## src/rtl/pk_pkg.sv

```systemverilog
package pk_pkg;

  // Code for a word that closes a packet on its upper half only.
  function automatic logic [1:0] occ_early(input logic half_full);
    return half_full ? 2'b01 : 2'b10;
  endfunction

  // Code for a word made of two halves.
  function automatic logic [1:0] occ_pair(input logic eop, input logic half_full);
    return (eop && half_full) ? 2'b11 : 2'b00;
  endfunction

endpackage

```

## src/rtl/pk_upper_hold.sv

```systemverilog
module pk_upper_hold #(
  parameter int W = 16
) (
  input  logic         clk,
  input  logic         rst,
  input  logic         load,
  input  logic         clear,
  input  logic [W-1:0] d_data,
  input  logic         d_sop,
  output logic         vld,
  output logic [W-1:0] data,
  output logic         sop
);

  always_ff @(posedge clk) begin
    if (rst) begin
      vld  <= 1'b0;
      data <= '0;
      sop  <= 1'b0;
    end else if (load) begin
      vld  <= 1'b1;
      data <= d_data;
      sop  <= d_sop;
    end else if (clear) begin
      vld  <= 1'b0;
    end
  end

endmodule

```

## src/rtl/pk_word_reg.sv

```systemverilog
module pk_word_reg #(
  parameter int W = 36
) (
  input  logic         clk,
  input  logic         rst,
  input  logic         load,
  input  logic         unload,
  input  logic [W-1:0] d,
  output logic         vld,
  output logic [W-1:0] q
);

  always_ff @(posedge clk) begin
    if (rst) begin
      vld <= 1'b0;
      q   <= '0;
    end else if (load) begin
      vld <= 1'b1;
      q   <= d;
    end else if (unload) begin
      vld <= 1'b0;
    end
  end

endmodule

```

## src/rtl/pk16to32_packer.sv

```systemverilog
module pk16to32_packer #(
  parameter int HALF_W = 16
) (
  input  logic                  clk,
  input  logic                  rst,
  input  logic [HALF_W+2:0]     in_word,
  input  logic                  in_vld,
  output logic                  in_rdy,
  output logic [2*HALF_W+3:0]   out_word,
  output logic                  out_vld,
  input  logic                  out_rdy
);
  import pk_pkg::*;

  localparam int IN_W    = HALF_W + 3;
  localparam int OUT_W   = 2 * HALF_W + 4;
  localparam int I_SOP   = HALF_W;
  localparam int I_EOP   = HALF_W + 1;
  localparam int I_HALF  = HALF_W + 2;
  localparam int O_SOP   = 2 * HALF_W;
  localparam int O_EOP   = 2 * HALF_W + 1;
  localparam int O_OCC_L = 2 * HALF_W + 2;

  logic [HALF_W-1:0] in_data;
  logic              in_sop, in_eop, in_half;
  logic              hold_vld, hold_sop;
  logic [HALF_W-1:0] hold_data;
  logic              in_fire, out_fire;
  logic              early_flush, park_upper, pair_done, load_out;
  logic [OUT_W-1:0]  next_word;

  assign in_data = in_word[HALF_W-1:0];
  assign in_sop  = in_word[I_SOP];
  assign in_eop  = in_word[I_EOP];
  assign in_half = in_word[I_HALF];

  assign in_rdy   = !out_vld || out_rdy;
  assign in_fire  = in_vld && in_rdy;
  assign out_fire = out_vld && out_rdy;

  assign early_flush = in_fire && !hold_vld && in_eop;
  assign park_upper  = in_fire && !hold_vld && !in_eop;
  assign pair_done   = in_fire && hold_vld;
  assign load_out    = early_flush || pair_done;

  always_comb begin
    if (hold_vld)
      next_word = {occ_pair(in_eop, in_half), in_eop, hold_sop, hold_data, in_data};
    else
      next_word = {occ_early(in_half), 1'b1, in_sop, in_data, {HALF_W{1'b0}}};
  end

  pk_upper_hold #(.W(HALF_W)) u_hold (
    .clk    (clk),
    .rst    (rst),
    .load   (park_upper),
    .clear  (pair_done),
    .d_data (in_data),
    .d_sop  (in_sop),
    .vld    (hold_vld),
    .data   (hold_data),
    .sop    (hold_sop)
  );

  pk_word_reg #(.W(OUT_W)) u_out (
    .clk    (clk),
    .rst    (rst),
    .load   (load_out),
    .unload (out_fire),
    .d      (next_word),
    .vld    (out_vld),
    .q      (out_word)
  );


  stall_gate_chk: assert property (@(posedge clk) disable iff (rst)
    (out_vld && !out_rdy) |-> !in_rdy);


  out_hold_chk: assert property (@(posedge clk) disable iff (rst)
    (out_vld && !out_rdy) |=> (out_vld && $stable(out_word)));


  early_flush_chk: assert property (@(posedge clk) disable iff (rst)
    early_flush |=> (out_vld && out_word[O_EOP] && out_word[HALF_W-1:0] == '0 &&
                     out_word[O_OCC_L+1] != out_word[O_OCC_L]));


  pair_end_chk: assert property (@(posedge clk) disable iff (rst)
    (pair_done && in_eop) |=> (out_vld && out_word[O_EOP] &&
                               out_word[O_OCC_L+1] == out_word[O_OCC_L]));


  boundary_chk: assert property (@(posedge clk) disable iff (rst)
    (in_fire && in_eop) |=> !hold_vld);


  pair_sop_chk: assert property (@(posedge clk) disable iff (rst)
    pair_done |=> (out_vld && out_word[O_SOP] == $past(hold_sop)));

endmodule

```

## config.mk

```make
export PLATFORM = sky130hd
export DESIGN_NAME = pk16to32_packer
export DESIGN_NICKNAME = d
export VERILOG_FILES = /design/src/rtl/pk_pkg.sv /design/src/rtl/pk_upper_hold.sv /design/src/rtl/pk_word_reg.sv /design/src/rtl/pk16to32_packer.sv
export SDC_FILE = /design/constraint.sdc
export NUM_CORES = 1
export LEC_CHECK = 0
export BUFFER_PORTS_ARGS = -buffer_cell sky130_fd_sc_hd__buf_2
export CAP_MARGIN = 20
export CORE_MARGIN = 2
export CORE_UTILIZATION = 56
export DETAILED_ROUTE_END_ITERATION = 10
export PLACE_DENSITY = 0.84
export SKIP_LAST_GASP = 1
export SLEW_MARGIN = 20
export SYNTH_ARGS = -nofsm -noshare
export SYNTH_HDL_FRONTEND = slang
export SYNTH_SLANG_ARGS = --single-unit
```

## constraint.sdc

```tcl
create_clock -name clk -period 2.2 [get_ports clk]
set_input_delay 0.22 -clock clk [delete_from_list [all_inputs] [get_ports clk]]
set_output_delay 0.22 -clock clk [all_outputs]
set_load 0.005 [all_outputs]
```

==> metrics.txt <==
status complete, no violations; Synth warnings 0; GR Overflow Total 0; Cell Area, Synth 2282 um2; Post-CTS Hold Fix Bufs 0; P_sw 0.0005356 W; Core Util, Final 0.6815; post-route clock period utilization 0.7990; initial antenna violation count 0; Max Cap Violations 0; Clock Skew 0.003375 ns; post-synth top area share 0.4825; Sw Share 0.2567; I/O pin cnt 61; ranking of synthesized cells by area dfxtp_1 48%, mux2i_1 7.5%, o31ai_1 6.3%, a22o_1 6.1%, a211oi_1 5.6%; CP Capture Type output pin; Critical Path Source u_out.vld; CTS clk-pin slew, worst paths 0.09 ns; Initial DRC Count 220; number of buffers added for setup after CTS 0; drt via density 6.206; Cell Chain, Critical Path nor2b_2, inv_1, buf_12, buf_2; WL per Instance 17.17 um; P_int 0.001551 W; clk_lat worst skew 0.31 ns; DRC violations left 0; Arrival @ worst endpoint 1.54 ns; Slew @ Worst Pin 0.8445 ns; drt pass-1 iters 4; met1 Usage GRT 0.3775; Clock Tree Root clkbuf_8; core area 3971 um2; GPL Wtd Cong 0.8355; Die Wd 67.84 um; delay of the slowest critical-path stage 0.43 ns; clock tree buffer depth 2; grt met3 use 0.06086; die area 4602 um2; path category of the worst min-delay check in2reg; Max VDD drop 0.0004019 V; FP Rows 23; CTS tree done; number of I/O port buffers 60; Die Y 67.84 um; Tot GR Track Use 0.2560; met2 usage 0.3725; Fillers 312; Synth Instances 228; most used routing layer met1; Yosys top cell by area dfxtp_1; Slew Viols, Final 0; Vias 2023; H-tree lvl count 2; Slew headroom 0.4328; commonest non-fill, non-tap cell in the layout buf_2; Setup crit start kind flip-flop; leak pwr 1.108 nW; critical path class reg2out; CTS buffer count 5; Fin. Hold Viols 0; hold slack 0.1587 ns; Logic pwr share 0.152; Initial Util 0.5747; DRT antenna net count 0; count of cell types in the netlist 25; P per Cell Area 771.0 nW/um2; layout cells sized above 1 0.3007; Worst path top cell family by delay buffers and inverters; largest net degree at the start of global routing 42; Total Nets Final 298; Critical R2R Launch u_hold.vld; # setup viols final 0; Max Clk Rate 568.9 MHz; post-CTS sizing 0; #FFs+latches synth 55; Clk pwr share 0.330; setup tns final 0 ns; crit-path max FO 17; Avg Synthesized Cell Area 10.01 um2; Mapped Nets 251; final WL 5.597 mm; synthesis-to-layout area growth 18.59%; sequential power share 0.518; RSZ-0062 raised after global routing false; # clock sinks 55; Worst Path Buf+Inv 3; commonest cells after routing, fill and taps aside 60 x buf_2, 55 x dfxtp_1, 21 x a21oi_1; Required @ worst endpoint 1.98 ns; CP max-delay cell inv_1; HP Start in_word[7]; Seq/Total Area, Yosys 0.4825; post-layout min period 1.758 ns; first-pass GRT wire length 8.769 mm; hpwl dp 3.659 mm; n_diodes 0; vias in the first global route 1756
[final timing paths]
check        slack [ns]     endpoint  cells after the start
max                0.44       in_rdy                      4
min                0.16   u_out.q[7]                      2
max reg2reg        0.47  u_out.q[25]                      4
min reg2reg        0.48   u_out.q[2]                      1
[per-layer routing]
metal / part of all wire / wire length (um)
met4: 0.013 / 74
met3: 0.080 / 445
met2: 0.45 / 2507
met1: 0.46 / 2569
met5: 0 / 0
[through the flow]
step           total power, W  cells  cell area, um2  setup WS, ns
2_1_floorplan        0.001302    228            2282        0.8182
3_3_place_gp         0.001408    318            2589        0.5748
3_5_place_dp         0.001416    318            2589        0.5264
4_1_cts              0.002096    326            2706        0.4435
5_1_grt              0.002182    326            2706        0.3821
6_report             0.002087    326            2706        0.4423
[power by group through the flow]
| stage | clock (W) | sequential (W) | combinational, W |
|---|---|---|---|
| after detailed placement | 0 | 0.00110 | 0.000312 |
| after floorplan | 0 | 0.00110 | 0.000199 |
| after global routing | 0.000748 | 0.00109 | 0.000345 |
| after global placement | 0 | 0.00110 | 0.000305 |
| final | 0.000688 | 0.00108 | 0.000317 |
| after CTS | 0.000699 | 0.00108 | 0.000315 |
[cell families (layout without fill, tap and decap cells)]
family | count (synthesis) | after routing | synth area share
AND/OR/NAND/NOR | 29 | 29 | 0.08333
buffers and inverters | 33 | 81 | 0.06908
multiplexers | 17 | 17 | 0.07456
flip-flops | 55 | 55 | 0.4825
AO/OA/AOI/OAI | 94 | 94 | 0.2906
[synth_stat cells]
cell type,count
dfxtp_1,55
a21oi_1,21
nand4_1,19
o31ai_1,19
a31oi_1,18
a211oi_1,17
mux2i_1,17
a22o_1,16
buf_2,15
clkbuf_1,11
nor2_1,3
buf_1,2
buf_6,2
inv_1,2
a31oi_4,1
a32oi_1,1
and3_1,1
inv_2,1
nand3_1,1
nor2b_1,1
nor3_1,1
nor3_2,1
nor4_4,1
o21ai_0,1
or2_0,1
[state kept, by name, indices dropped and copies added, names as in the netlist]
signal,count
u_out.vld,1
u_hold.sop,1
u_hold.vld,1
u_hold.data,16
u_out.q,36
[area by class of cell]
cell class,count,area [um2],share of cell area
clock inverters,2,35.03,0.01294
flip-flops and latches,55,1101,0.4068
multi-input cells,140,1026,0.3791
inverters,3,11.26,0.004161
repair buffers,70,387.9,0.1433
clock buffers,6,82.58,0.03051
well taps,50,62.56,0.02312
Power figures use the tool's default switching activity.
